--- config.mk ---
export PLATFORM = sky130hd
export DESIGN_NAME = planar_read_unit
export DESIGN_NICKNAME = d
export VERILOG_FILES = /design/src/rtl/planar_pkg.sv /design/src/rtl/planar_cfg_regs.sv /design/src/rtl/planar_latch_bank.sv /design/src/rtl/planar_color_match.sv /design/src/rtl/planar_read_mux.sv /design/src/rtl/planar_read_unit.sv
export SDC_FILE = /design/constraint.sdc
export NUM_CORES = 1
export LEC_CHECK = 0
export ABC_AREA = 1
export CORE_ASPECT_RATIO = 1.25
export CORE_MARGIN = 2
export CORE_UTILIZATION = 35
export DETAILED_ROUTE_END_ITERATION = 8
export DONT_BUFFER_PORTS = 1
export PLACE_DENSITY = 0.57
export RECOVER_POWER = 100
export SETUP_SLACK_MARGIN = 0.5
export SYNTH_ARGS = -nofsm -noshare
export SYNTH_HDL_FRONTEND = slang
export SYNTH_SLANG_ARGS = --single-unit
--- constraint.sdc ---
create_clock -name clk -period 1.6 [get_ports clk]
set_clock_uncertainty 0.15 [all_clocks]
set_input_delay 0.16 -clock clk [delete_from_list [all_inputs] [get_ports clk]]
set_output_delay 0.16 -clock clk [all_outputs]
set_load 0.03 [all_outputs]
--- src/rtl/planar_pkg.sv ---
package planar_pkg;
  localparam int unsigned IDX_COLOR = 2;
  localparam int unsigned IDX_PSEL  = 4;
  localparam int unsigned IDX_MODE  = 5;
  localparam int unsigned IDX_CARE  = 7;
  localparam int unsigned MODE_RD_BIT = 3;

  typedef enum logic {
    RD_PLANE = 1'b0,
    RD_COLOR = 1'b1
  } rd_mode_e;
endpackage

--- src/rtl/planar_cfg_regs.sv ---
module planar_cfg_regs
  import planar_pkg::*;
#(
  parameter int PLANES = 4,
  parameter int BYTE_W = 8
) (
  input  logic                       clk,
  input  logic                       rst_n,
  input  logic                       wr_valid,
  input  logic [2*BYTE_W-1:0]        wr_word,
  input  logic [BYTE_W-1:0]          rd_index,
  output logic [BYTE_W-1:0]          rd_data,
  output logic [PLANES-1:0]          color,
  output logic [PLANES-1:0]          care,
  output logic [$clog2(PLANES)-1:0]  psel,
  output rd_mode_e                   mode
);
  localparam int SEL_W = $clog2(PLANES);

  logic [BYTE_W-1:0] wr_idx, wr_dat;
  logic [PLANES-1:0] color_q, care_q;
  logic [SEL_W-1:0]  psel_q;
  logic [BYTE_W-1:0] mode_q;
  logic              hit_color, hit_psel, hit_mode, hit_care;

  assign wr_idx = wr_word[BYTE_W-1:0];
  assign wr_dat = wr_word[2*BYTE_W-1:BYTE_W];

  assign hit_color = wr_valid && (wr_idx == BYTE_W'(IDX_COLOR));
  assign hit_psel  = wr_valid && (wr_idx == BYTE_W'(IDX_PSEL));
  assign hit_mode  = wr_valid && (wr_idx == BYTE_W'(IDX_MODE));
  assign hit_care  = wr_valid && (wr_idx == BYTE_W'(IDX_CARE));

  always_ff @(posedge clk) begin
    if (!rst_n) begin
      color_q <= '0;
      care_q  <= '0;
      psel_q  <= '0;
      mode_q  <= '0;
    end else begin
      if (hit_color) color_q <= wr_dat[PLANES-1:0];
      if (hit_psel)  psel_q  <= wr_dat[SEL_W-1:0];
      if (hit_mode)  mode_q  <= wr_dat;
      if (hit_care)  care_q  <= wr_dat[PLANES-1:0];
    end
  end

  always_comb begin
    rd_data = '0;
    if (rd_index == BYTE_W'(IDX_COLOR))     rd_data = {{(BYTE_W-PLANES){1'b0}}, color_q};
    else if (rd_index == BYTE_W'(IDX_PSEL)) rd_data = {{(BYTE_W-SEL_W){1'b0}}, psel_q};
    else if (rd_index == BYTE_W'(IDX_MODE)) rd_data = mode_q;
    else if (rd_index == BYTE_W'(IDX_CARE)) rd_data = {{(BYTE_W-PLANES){1'b0}}, care_q};
  end

  assign color = color_q;
  assign care  = care_q;
  assign psel  = psel_q;
  assign mode  = rd_mode_e'(mode_q[MODE_RD_BIT]);

  // registers move only on a write strobe
  a_r2_hold_idle: assert property (@(posedge clk) disable iff (!rst_n)
    !wr_valid |=> ($stable(color_q) && $stable(care_q) && $stable(psel_q) && $stable(mode_q)));

  // writes to unimplemented indices leave all registers untouched
  a_r3_ignore_unknown: assert property (@(posedge clk) disable iff (!rst_n)
    (wr_valid && !hit_color && !hit_psel && !hit_mode && !hit_care)
    |=> ($stable(color_q) && $stable(care_q) && $stable(psel_q) && $stable(mode_q)));
endmodule

--- src/rtl/planar_latch_bank.sv ---
module planar_latch_bank #(
  parameter int PLANES = 4,
  parameter int BYTE_W = 8
) (
  input  logic                     clk,
  input  logic                     rst_n,
  input  logic                     load,
  input  logic [PLANES*BYTE_W-1:0] plane_in,
  output logic [PLANES*BYTE_W-1:0] latch_q
);
  for (genvar k = 0; k < PLANES; k++) begin : g_plane
    logic [BYTE_W-1:0] byte_q;
    always_ff @(posedge clk) begin
      if (!rst_n)    byte_q <= '0;
      else if (load) byte_q <= plane_in[k*BYTE_W +: BYTE_W];
    end
    assign latch_q[k*BYTE_W +: BYTE_W] = byte_q;
  end

  // latches hold between accepted reads
  a_r4_latch_hold: assert property (@(posedge clk) disable iff (!rst_n)
    !load |=> $stable(latch_q));

  // an accepted read captures every plane
  a_r4_latch_load: assert property (@(posedge clk) disable iff (!rst_n)
    load |=> (latch_q == $past(plane_in)));
endmodule

--- src/rtl/planar_color_match.sv ---
module planar_color_match #(
  parameter int PLANES = 4,
  parameter int BYTE_W = 8
) (
  input  logic [PLANES*BYTE_W-1:0] planes,
  input  logic [PLANES-1:0]        color,
  input  logic [PLANES-1:0]        care,
  output logic [BYTE_W-1:0]        match
);
  for (genvar i = 0; i < BYTE_W; i++) begin : g_pix
    logic [PLANES-1:0] pix;
    for (genvar k = 0; k < PLANES; k++) begin : g_bit
      assign pix[k] = planes[k*BYTE_W + i];
    end
    assign match[i] = ((pix & care) == (color & care));
  end

  // an empty care mask matches every pixel
  always_comb begin
    if (care == '0) a_r7_all_match: assert (match == '1);
  end
endmodule

--- src/rtl/planar_read_mux.sv ---
module planar_read_mux
  import planar_pkg::*;
#(
  parameter int PLANES = 4,
  parameter int BYTE_W = 8
) (
  input  logic [PLANES*BYTE_W-1:0]   planes,
  input  logic [$clog2(PLANES)-1:0]  psel,
  input  rd_mode_e                   mode,
  input  logic [BYTE_W-1:0]          match,
  output logic [BYTE_W-1:0]          result
);
  logic [BYTE_W-1:0] plane_arr [PLANES];

  for (genvar k = 0; k < PLANES; k++) begin : g_split
    assign plane_arr[k] = planes[k*BYTE_W +: BYTE_W];
  end

  always_comb begin
    unique case (mode)
      RD_COLOR: result = match;
      default:  result = plane_arr[psel];
    endcase
  end
endmodule

--- src/rtl/planar_read_unit.sv ---
module planar_read_unit
  import planar_pkg::*;
#(
  parameter int PLANES = 4,
  parameter int BYTE_W = 8
) (
  input  logic                     clk,
  input  logic                     rst_n,
  input  logic                     cfg_wr_valid,
  input  logic [2*BYTE_W-1:0]      cfg_wr_word,
  input  logic [BYTE_W-1:0]        cfg_rd_index,
  output logic [BYTE_W-1:0]        cfg_rd_data,
  input  logic                     rd_req_valid,
  output logic                     rd_req_ready,
  input  logic [PLANES*BYTE_W-1:0] plane_bytes,
  output logic                     rd_rsp_valid,
  input  logic                     rd_rsp_ready,
  output logic [BYTE_W-1:0]        rd_rsp_data,
  output logic [PLANES*BYTE_W-1:0] latch_bytes
);
  localparam int SEL_W = $clog2(PLANES);

  logic [PLANES-1:0] color, care;
  logic [SEL_W-1:0]  psel;
  rd_mode_e          mode;
  logic [BYTE_W-1:0] match, result;
  logic              accept;
  logic              rsp_valid_q;
  logic [BYTE_W-1:0] rsp_data_q;

  planar_cfg_regs #(.PLANES(PLANES), .BYTE_W(BYTE_W)) u_regs (
    .clk(clk), .rst_n(rst_n),
    .wr_valid(cfg_wr_valid), .wr_word(cfg_wr_word),
    .rd_index(cfg_rd_index), .rd_data(cfg_rd_data),
    .color(color), .care(care), .psel(psel), .mode(mode)
  );

  planar_latch_bank #(.PLANES(PLANES), .BYTE_W(BYTE_W)) u_latch (
    .clk(clk), .rst_n(rst_n), .load(accept),
    .plane_in(plane_bytes), .latch_q(latch_bytes)
  );

  planar_color_match #(.PLANES(PLANES), .BYTE_W(BYTE_W)) u_match (
    .planes(plane_bytes), .color(color), .care(care), .match(match)
  );

  planar_read_mux #(.PLANES(PLANES), .BYTE_W(BYTE_W)) u_mux (
    .planes(plane_bytes), .psel(psel), .mode(mode),
    .match(match), .result(result)
  );

  assign rd_req_ready = !rsp_valid_q || rd_rsp_ready;
  assign accept       = rd_req_valid && rd_req_ready;

  always_ff @(posedge clk) begin
    if (!rst_n) begin
      rsp_valid_q <= 1'b0;
      rsp_data_q  <= '0;
    end else if (accept) begin
      rsp_valid_q <= 1'b1;
      rsp_data_q  <= result;
    end else if (rd_rsp_ready) begin
      rsp_valid_q <= 1'b0;
    end
  end

  assign rd_rsp_valid = rsp_valid_q;
  assign rd_rsp_data  = rsp_data_q;

  // an accepted request produces a response next cycle
  a_r8_rsp_follows: assert property (@(posedge clk) disable iff (!rst_n)
    (rd_req_valid && rd_req_ready) |=> rd_rsp_valid);

  // a stalled response is held
  a_r8_stall_hold: assert property (@(posedge clk) disable iff (!rst_n)
    (rd_rsp_valid && !rd_rsp_ready) |=> (rd_rsp_valid && $stable(rd_rsp_data)));

  // the latch bank and the response are loaded together
  a_r4_latch_with_rsp: assert property (@(posedge clk) disable iff (!rst_n)
    !rd_rsp_valid |=> ($stable(latch_bytes) || rd_rsp_valid));
endmodule

# Word level (Yosys, flattened, before mapping)
# Index checks and enable logic that the tools add are counted.
[classes]
n_reduce_logical = 8
add_sub_neg = 0
order_cmp = 1
n_shift = 0
mux = 10
mul = 0
n_eq_ne = 16
div_mod_pow = 0
bitwise_logic = 10
[ops]
columns = ["operator", "n"]
rows = [
  ["equality test 8 x 3 -> 1 bit, second input constant", 6],
  ["2-to-1 mux 8 bit", 6],
  ["bitwise AND 4 bit", 9],
  ["equality test 4 bit", 8],
  ["binary-select mux 8 bit (select 2 bit)", 1],
  ["equality test 8 x 2 -> 1 bit, second input constant", 2],
  ["logical AND 1 bit", 5],
  ["2-to-1 mux 4 bit", 1],
  ["greater-or-equal comparator 3 bit, second input constant", 1],
  ["NOT 2 -> 3 bit", 1],
  ["2-to-1 mux 1 bit", 2],
  ["nonzero test 2 bit", 1],
  ["zero test 1 bit", 1],
  ["logical OR 1 bit", 1],
]
[totals]
reg_bits = 59
latch_bits = 0
memories = 0
elab_cells = 55
rom_bits = 0
mem_bits_rw = 0

# Logic depth before layout (Yosys ltp)
# Gate-level depths: netlist (run 1).
[logic_depth]
depth_word = 5
ltp_mapped = 9
mapped_depth_nobuf = 7

# Hierarchy
# A second synthesis (run 1) with hierarchy kept.
[unflattened]
cells_unflattened = 718
area_unflattened_um2 = 4167.7
[modules_own_cells]
columns = ["mod", "n_inst", "cells_per_inst", "area_each_um2"]
rows = [
  ["planar_latch_bank", 1, 202, 1335.0],
  ["planar_cfg_regs", 1, 174, 1143.6],
  ["planar_color_match", 1, 164, 711.9],
  ["planar_read_mux", 1, 120, 493.0],
  ["planar_read_unit", 1, 58, 484.2],
]

# Least setup slack after synthesis (run 1)
# OpenSTA, ideal clock, no wires.
[synth_timing]
path_type = "register -> register"
from = "register rsp_valid_q, in the netlist rd_rsp_valid"
to = "register rsp_data_q[2], in the netlist rd_rsp_data[2]"
slack_ps = 60
period_less_slack_ps = 1540
stages_incl_launch_ff = 7
arrival_ps = 1268
setup_ps = 122
cell_sequence = "dfxtp_1 nand2_2 nand2_1 inv_2 buf_2 o21ai_0 a21oi_2"
[synth_between]
elab_chain_cells = 3
[synth_rtl]
columns = ["element", "line", "source"]
rows = [
  ["start: declaration", "planar_read_unit.sv:28", "logic rsp_valid_q;"],
  ["start signal: assignment", "planar_read_unit.sv:57", "rsp_valid_q <= 1'b0;"],
  ["start signal: assignment", "planar_read_unit.sv:60", "rsp_valid_q <= 1'b1;"],
  ["start signal: assignment", "planar_read_unit.sv:63", "rsp_valid_q <= 1'b0;"],
  ["zero test 1 bit", "planar_read_unit.sv:52", "assign rd_req_ready = !rsp_valid_q || rd_rsp_ready;"],
  ["logical OR 1 bit", "planar_read_unit.sv:52", ""],
  ["net rd_req_ready", "planar_read_unit.sv:14", "output logic rd_req_ready,"],
  ["logical AND 1 bit", "planar_read_unit.sv:53", "assign accept = rd_req_valid && rd_req_ready;"],
  ["end signal: assignment", "planar_read_unit.sv:61", "rsp_data_q <= result;"],
  ["end: declaration", "planar_read_unit.sv:29", "logic [BYTE_W-1:0] rsp_data_q;"],
]
# The timed path passes the listed nets, and every way through them passes these cells.
# A chain may end at the register's enable or synchronous reset.

# Worst setup path in the final report (run 1)
[layout_timing]
from = "register rsp_valid_q, in the netlist rd_rsp_valid"
to = "register u_latch.g_plane[2].byte_q[7]"
[layout_between]
elab_chain_cells = 3
[layout_rtl]
columns = ["element", "line", "source"]
rows = [
  ["zero test 1 bit", "planar_read_unit.sv:52", ""],
  ["logical OR 1 bit", "planar_read_unit.sv:52", ""],
  ["net rd_req_ready", "planar_read_unit.sv:14", ""],
  ["logical AND 1 bit", "planar_read_unit.sv:53", ""],
  ["end signal: assignment", "planar_latch_bank.sv:15", "else if (load) byte_q <= plane_in[k*BYTE_W +: BYTE_W];"],
  ["end: declaration", "planar_latch_bank.sv:12", "logic [BYTE_W-1:0] byte_q;"],
]
# The timed path passes the listed nets, and every way through them passes these cells.

==> results by group, run 1 <==
Setup path
  – Crit. End Element: flip-flop
  – Critical path's slowest cell: dfxtp_4
  – CP bufs+invs: 2
  – Arrival time at the worst endpoint: 1590 ps
  – WS Path Type: flip-flop to flip-flop
  – Worst path max stage delay: 420 ps
  – Critical path launch point type: flip-flop
  – Crit Path Max Fanout: 8
  – Reg2reg setup slack: 80 ps
  – RR Endpoint: u_latch.g_plane[2].byte_q[7]
  – Worst Path Required: 1670 ps
  – Crit Reg-Reg Startpoint: rd_rsp_valid
  – Crit path depth: 6
  – R2R cell count: 6
  – Crit path max-delay family: flip-flops
  – CP most frequent cell: nand2_8
  – Critical path cell sequence: nand2_8 -> nand2_8 -> clkbuf_2 -> inv_16 -> o21ai_1 -> a21oi_4

Job
  – Max_cap viols: 0

Detailed routing
  – DRC Markers: 0
  – Vias: 3,785
  – Iter 0 DRT Violations: 191
  – Drt pass-1 iters: 4
  – Final ANT Viol Nets: 0
  – WL per Instance: 18.9 um
  – Vias per inst: 5.57
  – Total Wirelength: 12,800 um

CTS
  – Clock sinks: 59
  – CTS buffer count: 9
  – Worst-path clk slew: 50 ps
  – CTS tree: done
  – Worst skew pair latency: 330 ps
  – CTS H-tree lvls: 3
  – CTS max path bufs: 2
  – Clk Tree Root Cell: clkbuf_16

Run status
  – Failing checks: hold timing
  – Status: finished, violations left

Placement
  – HPWL Detailed: 7970 um
  – DP Area: 3620 um^2
  – Final GP Congestion: 0.933
  – Port Buffers: 0

Timing
  – Min Tclk post-route: 1520 ps
  – Fmax: 656 MHz
  – Final hold vios: 59
  – Hold Worst Slack: -218 ps
  – RSZ-0062 raised after global routing: true
  – Slew Limit Headroom: 0.562
  – Slew Viols, Final: 0
  – Finish-stage setup viols: 0
  – Fin Setup TNS: 0 ps
  – Worst-Margin Slew: 655 ps
  – Fin crit share: 0.952

Logic synthesis
  – Mean post-synth cell area: 6.41 um^2
  – Mapped Cells: 521
  – Sequential share of the synthesized area: 0.354
  – Synth cell types: 26
  – Syn nets: 582
  – Post-synth top area cell: dfxtp_1
  – Largest cells by area after synthesis: dfxtp_1 (35%), nor2_1 (12%), nand2_1 (11%)
  – Synthesized flop and latch total: 59
  – Mapped Area: 3340 um^2
  – Synth top area share: 0.354
  – Synth warn: 0

Floorplanning
  – # IOs: 111
  – Die H: 113 um
  – Die area: 10,300 um^2
  – Row count: 39
  – CORE AREA: 9220 um^2
  – Die Wd: 91.4 um
  – Initial core utilization: 0.362

Worst hold path
  – Hold path start: rst_n
  – Worst Hold Class: primary input to flip-flop
  – Hold path cells: 2
  – WHS Endpoint: u_latch.g_plane[0].byte_q[5]

Global routing
  – Antenna violations before repair: 0
  – Overflow after GRT: 0
  – Vias in the first global route: 3,755
  – Largest net degree at the start of global routing: 60
  – First-pass GRT wire length: 20,000 um
  – Tot GR Track Use: 0.250

Cells and area
  – Antenna diodes: 0
  – Final instance area: 4710 um^2
  – Layout net count: 614
  – Area growth syn-to-layout: 41.0%
  – Layout cell share with drive strength beyond 1: 0.352

Power
  – Max VDD drop: 0.441 mV
  – Cell Pwr Density: 885 nW/um^2
  – Leakage power: 1.98 nW
==> area by class of cell <==
type / count / area, um^2
Tap cell: 123 / 154
Fill cell: 898 / 4510
Timing Repair inverter: 8 / 113
Sequential cell: 59 / 1230
Clock buffer: 13 / 260
Multi-Input combinational cell: 397 / 2360
Timing Repair Buffer: 40 / 368
Clock inverter: 2 / 35.0
Inverter: 38 / 191
==> state kept, by name, summed over array words and instances (netlist names) <==
signal / cells
rd_rsp_data: 8
rd_rsp_valid: 1
u_latch.g_plane.byte_q: 32
u_regs.care: 4
u_regs.color: 4
u_regs.mode_q: 8
u_regs.psel: 2
==> cell usage after synthesis <==
cell and n:
nand2_1 96, nand2_2 6, nor3_4 4, inv_1 29
xor2_1 2, o21ai_1 19, nor3_2 1, buf_4 1
nand4_1 2, buf_2 16, nor3_1 2, dfxtp_1 59
nor2_2 6, buf_6 5, and2_1 1, inv_6 1
a21oi_1 14, nor4_1 18, inv_2 8, or2_0 5
nand3_1 71, nor2_1 104, a21boi_0 1, a21oi_2 2
clkbuf_1 8, o21ai_0 40
==> per-stage QoR <==
step	worst slack, ps	std cells	utilization	power (W)	hold WS, ps
after global routing	43.0	680	0.511	0.00433	-220
after floorplan	373	521	-	0.00206	151
final	76.2	680	0.511	0.00417	-218
after CTS	104	673	0.516	0.00421	-221
after global placement	103	629	0.392	0.00209	138
after detailed placement	93.1	629	0.392	0.00209	142
==> timing repair <==
| item | CTS | global route |
|---|---|---|
| endpoints found under the setup margin | 89 | 73 |
| buffers inserted | 17 | 6 |
| pin swaps | 66 | 27 |
| cloned | 12 | 0 |
| gates resized for setup | 196 | 51 |
| hold endpoints to repair | 59 | 59 |
==> cell families (layout without fill, tap and decap cells) <==
kind of cell              Yosys count  in the layout  share of synthesized area
and+or+nand+nor                   316            319                      0.428
buffers and inverters              68            101                     0.0963
DFF                                59             59                      0.354
AOI/OAI and AO/OA                  76             76                      0.117
xor gates and xnor gates            2              2                    0.00525
==> layer usage <==
layer  global-route usage  vias up  part of all wire
met5                    0        -                 0
met4                0.133        0             0.046
met3               0.0819       43             0.079
met2                0.443      181              0.53
met1                0.260     1773              0.34
li1                     -     1788                 -
==> power breakdown <==
part | internal, W | switching [W]
clock | 0.00128 | 0.000659
combinational | 0.000188 | 0.000289
sequential | 0.00154 | 0.000214
==> worst max-delay path by stage <==
stage / start / to / slack (ps)
detailed placement: u_regs.color[0] / rd_rsp_data[1] / 90
CTS: u_regs.color[1] / cfg_rd_data[1] / 100
global placement: u_regs.color[0] / rd_rsp_data[1] / 100
finish: rd_rsp_valid / u_latch.g_plane[2].byte_q[7] / 80
floorplan: u_regs.psel[0] / cfg_rd_data[0] / 370
global route: u_regs.care[3] / cfg_rd_data[3] / 40
==> placed cells by master, fill, tap and decap left out, drive strengths merged <==
cell type / instances
nor2: 110
nand2: 105
nand3: 71
dfxtp: 59
o21ai: 59
inv: 45
buf: 29
clkbuf: 22
nor4: 18
a21oi: 16
nor3: 7
or2: 5
nand4: 2
xor2: 2
clkinv: 2
and2: 1
a21boi: 1
bufinv: 1
dlygate4sd3: 1
dlymetal6s2s: 1
Note: power is estimated with default switching activity, not from simulation.
==> run 2, diff against run 1 <==
--- a/config.mk
+++ b/config.mk
@@ -16,4 +16,5 @@
 export SETUP_SLACK_MARGIN = 0.5
 export SYNTH_ARGS = -nofsm -noshare
 export SYNTH_HDL_FRONTEND = slang
+export SYNTH_HIERARCHICAL = 1
 export SYNTH_SLANG_ARGS = --single-unit
==> run 2 against run 1 <==
  * The run still ends with hold timing left
  * Area after synthesis up 25%
  * Flip-flop and latch count stayed put
  * Clock-buffer cell count down 2
  * Synthesized cell count is 38% higher
  * Total power is 0.57% higher
  * Sequential share of layout area is 2.5 points lower
  * Final area increased by 20%
  * Critical endpoint is now cfg_rd_data[0]
  * Largest cell class unchanged
  * Highest routed layer unchanged
==> results by group, run 2 <==
Global routing
  – Vias in the first global route: 4,177
  – Largest net degree at the start of global routing: 60
  – First-pass GRT wire length: 20,300 um
  – Antenna violations before repair: 0
  – Tot GR Track Use: 0.204
  – Overflow after GRT: 0

Cells and area
  – Antenna diodes: 0
  – Layout Cells excl Fill: 910
  – Max reg flops: 32
  – Area growth syn-to-layout: 35.3%
  – Layout cell share with drive strength beyond 1: 0.303
  – Largest register by flop count: u_latch/g_plane.byte_q
  – Layout net count: 805
  – Most common cell after layout, fill and taps aside: nand2_1
  – Most frequent cells in the layout: nand2_1 (247), inv_1 (109), nor2_1 (83), nand3_1 (68), nor2_4 (39)

Setup path
  – R2R cell count: 13
  – Critical path launch point type: flip-flop
  – Crit Path Max Fanout: 4
  – Worst Setup SP: u_regs/psel[0]
  – WS Path Type: flip-flop to output pin
  – Worst Path Required: 1290 ps
  – Arrival time at the worst endpoint: 1200 ps
  – Crit. End Element: output pin
  – RR Endpoint: rd_rsp_data[2]
  – Crit Reg-Reg Startpoint: u_regs/care[0]
  – CP Capture Point: cfg_rd_data[0]
  – Reg2reg setup slack: 110 ps

Timing
  – Min Tclk post-route: 1510 ps
  – Final hold vios: 59
  – Fmax: 661 MHz
  – Fin Setup TNS: 0 ps
  – Fin crit share: 0.945
  – Slew Limit Headroom: 0.669
  – Hold Worst Slack: -200 ps
  – RSZ-0062 raised after global routing: true
  – Worst-Margin Slew: 495 ps
  – Finish-stage setup viols: 0
  – Slew Viols, Final: 0

Detailed routing
  – DRC Markers: 0
  – WL per Instance: 14.0 um
  – Total Wirelength: 12,800 um
  – Drt pass-1 iters: 4
  – Final ANT Viol Nets: 0
  – Iter 0 DRT Violations: 226
  – Vias: 4,196
  – Vias per inst: 4.61

CTS
  – CTS tree: done
  – CTS H-tree lvls: 3
  – Clock sinks: 59
  – Worst-path clk slew: 50 ps
  – Worst skew pair latency: 330 ps
  – CTS max path bufs: 2
  – Cts hold-fix bufs: 1
  – Clk Tree Root Cell: clkbuf_16
  – CTS buffer count: 9

Run status
  – Failing checks: hold timing
  – Status: finished, violations left

Logic synthesis
  – Syn nets: 779
  – Number of synthesized flops with an enable pin: 0
  – Commonest register cell after synthesis: dfxtp_1
  – Synthesized flop and latch total: 59
  – Post-synth top area cell: dfxtp_1
  – Commonest cells in the netlist: nand2_1 (255), nor2_1 (122), inv_1 (116)
  – Synth cell types: 30
  – Synth warn: 6
  – Mapped Area: 4170 um^2
  – Synth top area share: 0.283
  – Sequential share of the synthesized area: 0.283
  – Count leader, synth: nand2_1
  – Mean post-synth cell area: 5.80 um^2
  – Largest cells by area after synthesis: dfxtp_1 (28%), nand2_1 (23%), nor2_1 (11%)
  – Async S/R FF share, synth: 0
  – Mapped Cells: 718

Floorplanning
  – CORE AREA: 11,600 um^2
  – Die Wd: 102 um
  – # IOs: 111
  – Initial core utilization: 0.359
  – Row count: 44
  – Die area: 12,800 um^2
  – Die H: 126 um

Power
  – Cell Pwr Density: 743 nW/um^2
  – Leakage power: 2.83 nW
  – Power, Total: 0.00419 W
  – Max VDD drop: 0.444 mV

Placement
  – Final GP Congestion: 0.882
  – HPWL Detailed: 8640 um
  – Port Buffers: 0
  – Cells after DPL: 864

Job
  – Max_cap viols: 0

Worst hold path
  – Worst Hold Class: primary input to flip-flop
==> run 2: cell types whose count changed after synthesis, moves of 7 or more <==
cell / delta
clkbuf_1: -7
a21oi_1: -9
o21ai_1: -16
nor2_1: +18
buf_2: -10
inv_1: +87
nand3_1: +10
buf_6: +10
o21ai_0: -40
nand2_1: +159
nor4_1: -18
==> run 2: metrics by stage <==
stage | hold WS [ps] | utilization | instance area [um^2] | worst slack [ps]
2_1_floorplan | 136 | - | 4300 | 295
3_5_place_dp | 140 | 0.381 | 4420 | 128
5_1_grt | -218 | 0.486 | 5640 | -28.7
3_3_place_gp | 138 | 0.381 | 4420 | 152
6_report | -200 | 0.486 | 5640 | 87.3
4_1_cts | -216 | 0.469 | 5440 | 75.3
==> run 2: power by group <==
part	switching (W)	leakage [nW]	internal [W]
Clock	0.000670	0.141	0.00112
Combinational	0.000314	2.17	0.000296
Sequential	0.000247	0.515	0.00155
==> run 2: layout make-up <==
cell class	count	area, um^2
sequential	59	1330
timing repair buffer	44	674
inverter	130	518
tap	161	201
multi-input combinational	500	2640
clock buffer	11	253
fill	1146	5980
clock inverter	5	27.5
==> run 2: worst min path at each step <==
stage	depth (start not counted)	start	slack (ps)	to
floorplan	2	rst_n	140	u_latch/g_plane[0].byte_q[5]
global placement	2	rst_n	140	u_latch/g_plane[3].byte_q[1]
detailed placement	2	rst_n	140	u_latch/g_plane[3].byte_q[1]
CTS	2	rst_n	-220	u_regs/care[1]
global route	2	rst_n	-220	u_latch/g_plane[3].byte_q[1]
finish	2	rst_n	-200	u_latch/g_plane[3].byte_q[1]
==> run 2: worst max-delay path, stage by stage, from the launching register on <==
cell and delay (ps):
dfxtp_4 340, buf_6 120, nand3_2 60, nand4_1 350
==> run 2: cell families (layout without fill, tap and decap cells) <==
family | Yosys count | in the layout | synth area share
simple gates | 481 | 482 | 0.497
buf+inv | 160 | 190 | 0.187
flops | 59 | 59 | 0.283
compound gates | 18 | 18 | 0.0330
==> run 2: what timing repair did <==
item,in CTS,in global routing
gates cloned,7,1
endpoints found under the hold margin,59,59
setup buffers,15,6
pin swaps,72,16
resized for setup,144,49
endpoints found under the setup margin,89,71
==> run 2: per-layer routing <==
metal / share of wire / track usage / vias to the layer above
li1: - / - / 2181
met1: 0.37 / 0.208 / 1867
met2: 0.51 / 0.363 / 115
met3: 0.074 / 0.0649 / 33
met4: 0.043 / 0.107 / 0
met5: 0 / 0 / -
==> run 3, diff against run 2 <==
--- a/config.mk
+++ b/config.mk
@@ -13,7 +13,6 @@
 export DONT_BUFFER_PORTS = 1
 export PLACE_DENSITY = 0.57
 export RECOVER_POWER = 100
-export SETUP_SLACK_MARGIN = 0.5
 export SYNTH_ARGS = -nofsm -noshare
 export SYNTH_HDL_FRONTEND = slang
 export SYNTH_HIERARCHICAL = 1
==> run 3 against run 2 <==
  * The flow now finishes without violations
  * Critical path depth is 1 higher
  * Cell count increased by 4.1%
  * Non-clock buffer count is 38 higher
  * Largest power group is now clock
  * Sequential power is essentially flat
  * Total power rose by 4.8%
  * Register-to-register slack worse by 20 ps
  * Flip-flop and latch count is the same
  * Routed wire length decreased by 4.1%
  * Core utilization is 2.3 points lower
  * Final area shrank 4.7%
  * Hold slack improved by 210 ps
==> results by group, run 3 (synthesized netlist as in run 2, its figures left out) <==
Run status
  – Status: finished, final reports clean

Cells and area
  – Layout Utilization: 0.463
  – Final instance area: 5380 um^2
  – Layout Cells excl Fill: 947
  – Area growth syn-to-layout: 29.0%
  – Layout net count: 842
  – Most frequent cells in the layout: nand2_1 (250), nor2_1 (123), inv_1 (118), nand3_1 (75), dlygate4sd3_1 (57)
  – Antenna diodes: 0
  – Most common cell after layout, fill and taps aside: nand2_1
  – Layout cell share with drive strength beyond 1: 0.122
  – Largest register by flop count: u_latch/g_plane.byte_q
  – Max reg flops: 32

Detailed routing
  – Total Wirelength: 12,300 um
  – Vias: 4,268
  – WL per Instance: 12.9 um
  – Vias per inst: 4.51
  – Drt pass-1 iters: 4
  – Iter 0 DRT Violations: 166
  – DRC Markers: 0
  – Final ANT Viol Nets: 0

Global routing
  – First-pass GRT wire length: 19,200 um
  – Antenna violations before repair: 0
  – Overflow after GRT: 0
  – Vias in the first global route: 3,899
  – Tot GR Track Use: 0.193
  – Largest net degree at the start of global routing: 65

Timing
  – Fin crit share: 0.978
  – Slew Limit Headroom: 0.445
  – Min Tclk post-route: 1560 ps
  – RSZ-0062 raised after global routing: true
  – Worst-Margin Slew: 830 ps
  – Final hold vios: 0
  – Slew Viols, Final: 0
  – Fmax: 639 MHz
  – Hold Worst Slack: 7.18 ps
  – Finish-stage setup viols: 0

Setup path
  – Critical path's slowest cell: dfxtp_4
  – Critical path launch point type: flip-flop
  – Critical path cell sequence: buf_6 -> nand3_1 -> nand4_1 -> buf_12
  – Worst path max stage delay: 360 ps
  – Crit. End Element: output pin
  – Worst Path Required: 1290 ps
  – Crit Reg-Reg Startpoint: u_regs/color[3]
  – Arrival time at the worst endpoint: 1250 ps
  – Worst Setup SP: u_regs/color[1]
  – Crit Path Max Fanout: 3
  – WS Path Type: flip-flop to output pin

Power
  – Cell Pwr Density: 817 nW/um^2
  – Max VDD drop: 0.397 mV
  – Leakage power: 2.89 nW

Placement
  – Final GP Congestion: 0.892
  – Cells after DPL: 868
  – Port Buffers: 0
  – HPWL Detailed: 8800 um
  – DP Area: 4360 um^2

Floorplanning
  – Die area: 12,800 um^2
  – Row count: 44
  – Die Wd: 102 um
  – Die H: 126 um
  – Initial core utilization: 0.359
  – # IOs: 111
  – CORE AREA: 11,600 um^2

CTS
  – Worst-path clk slew: 50 ps
  – Worst skew pair latency: 330 ps
  – CTS H-tree lvls: 3
  – Clock sinks: 59
  – CTS max path bufs: 2
  – CTS tree: done
  – Clk Tree Root Cell: clkbuf_16
  – CTS buffer count: 9

Job
  – Max_cap viols: 0

Worst hold path
  – Hold path start: cfg_wr_word[2]
  – Worst Hold Class: primary input to flip-flop
[run 3: per-stage QoR]
stage	total power (W)	setup TNS (ps)	setup WS, ps
6_report	0.00439	0	35.6
3_5_place_dp	0.00219	-3.09	-3.09
5_1_grt	0.00458	-19.2	-15.2
4_1_cts	0.00445	0	2.64
3_3_place_gp	0.00217	0	45.0
2_1_floorplan	0.00216	0	241
[run 3: final timing paths]
| path | end | slack, ps | cells past startpoint |
|---|---|---|---|
| max reg2reg | rd_rsp_data[1] | 90 | 12 |
| min | u_regs/psel[1] | 7 | 5 |
| max | cfg_rd_data[1] | 40 | 4 |
| min reg2reg | u_regs/mode_q[1] | 340 | 2 |
[run 3: report_power, final]
group / switching (W) / internal, W
Combinational: 0.000281 / 0.000236
Clock: 0.000678 / 0.00144
Sequential: 0.000212 / 0.00155
[run 3: critical path: cells and delay by family, from the launching register on]
family / cells / cell delay [ps]
buf+inv: 2 / 320
simple gates: 2 / 240
flops: 1 / 360
[run 3: layout make-up]
type / count / area, um^2
inverters: 130 / 515
repair buffers: 82 / 895
flip-flops and latches: 59 / 1200
well taps: 161 / 201
clock buffers: 11 / 253
multi-input cells: 499 / 2240
clock inverters: 5 / 75.1
fillers: 1213 / 6240
[run 3: repair_timing]
| item | 4_1_cts | 5_1_grt |
|---|---|---|
| resized for setup | 7 | 29 |
| pin swaps | 1 | 13 |
| setup buffers | 0 | 2 |
| endpoints found under the setup margin | 4 | 13 |
| hold endpoints to repair | 59 | 1 |
| cloned | 0 | 1 |
| hold buffers | 61 | 1 |
[run 3: routing by layer]
layer | track usage | up-vias | part of all wire
li1 | - | 2254 | -
met1 | 0.208 | 1892 | 0.39
met5 | 0 | - | 0
met4 | 0.0723 | 0 | 0.029
met2 | 0.353 | 100 | 0.52
met3 | 0.0516 | 22 | 0.056
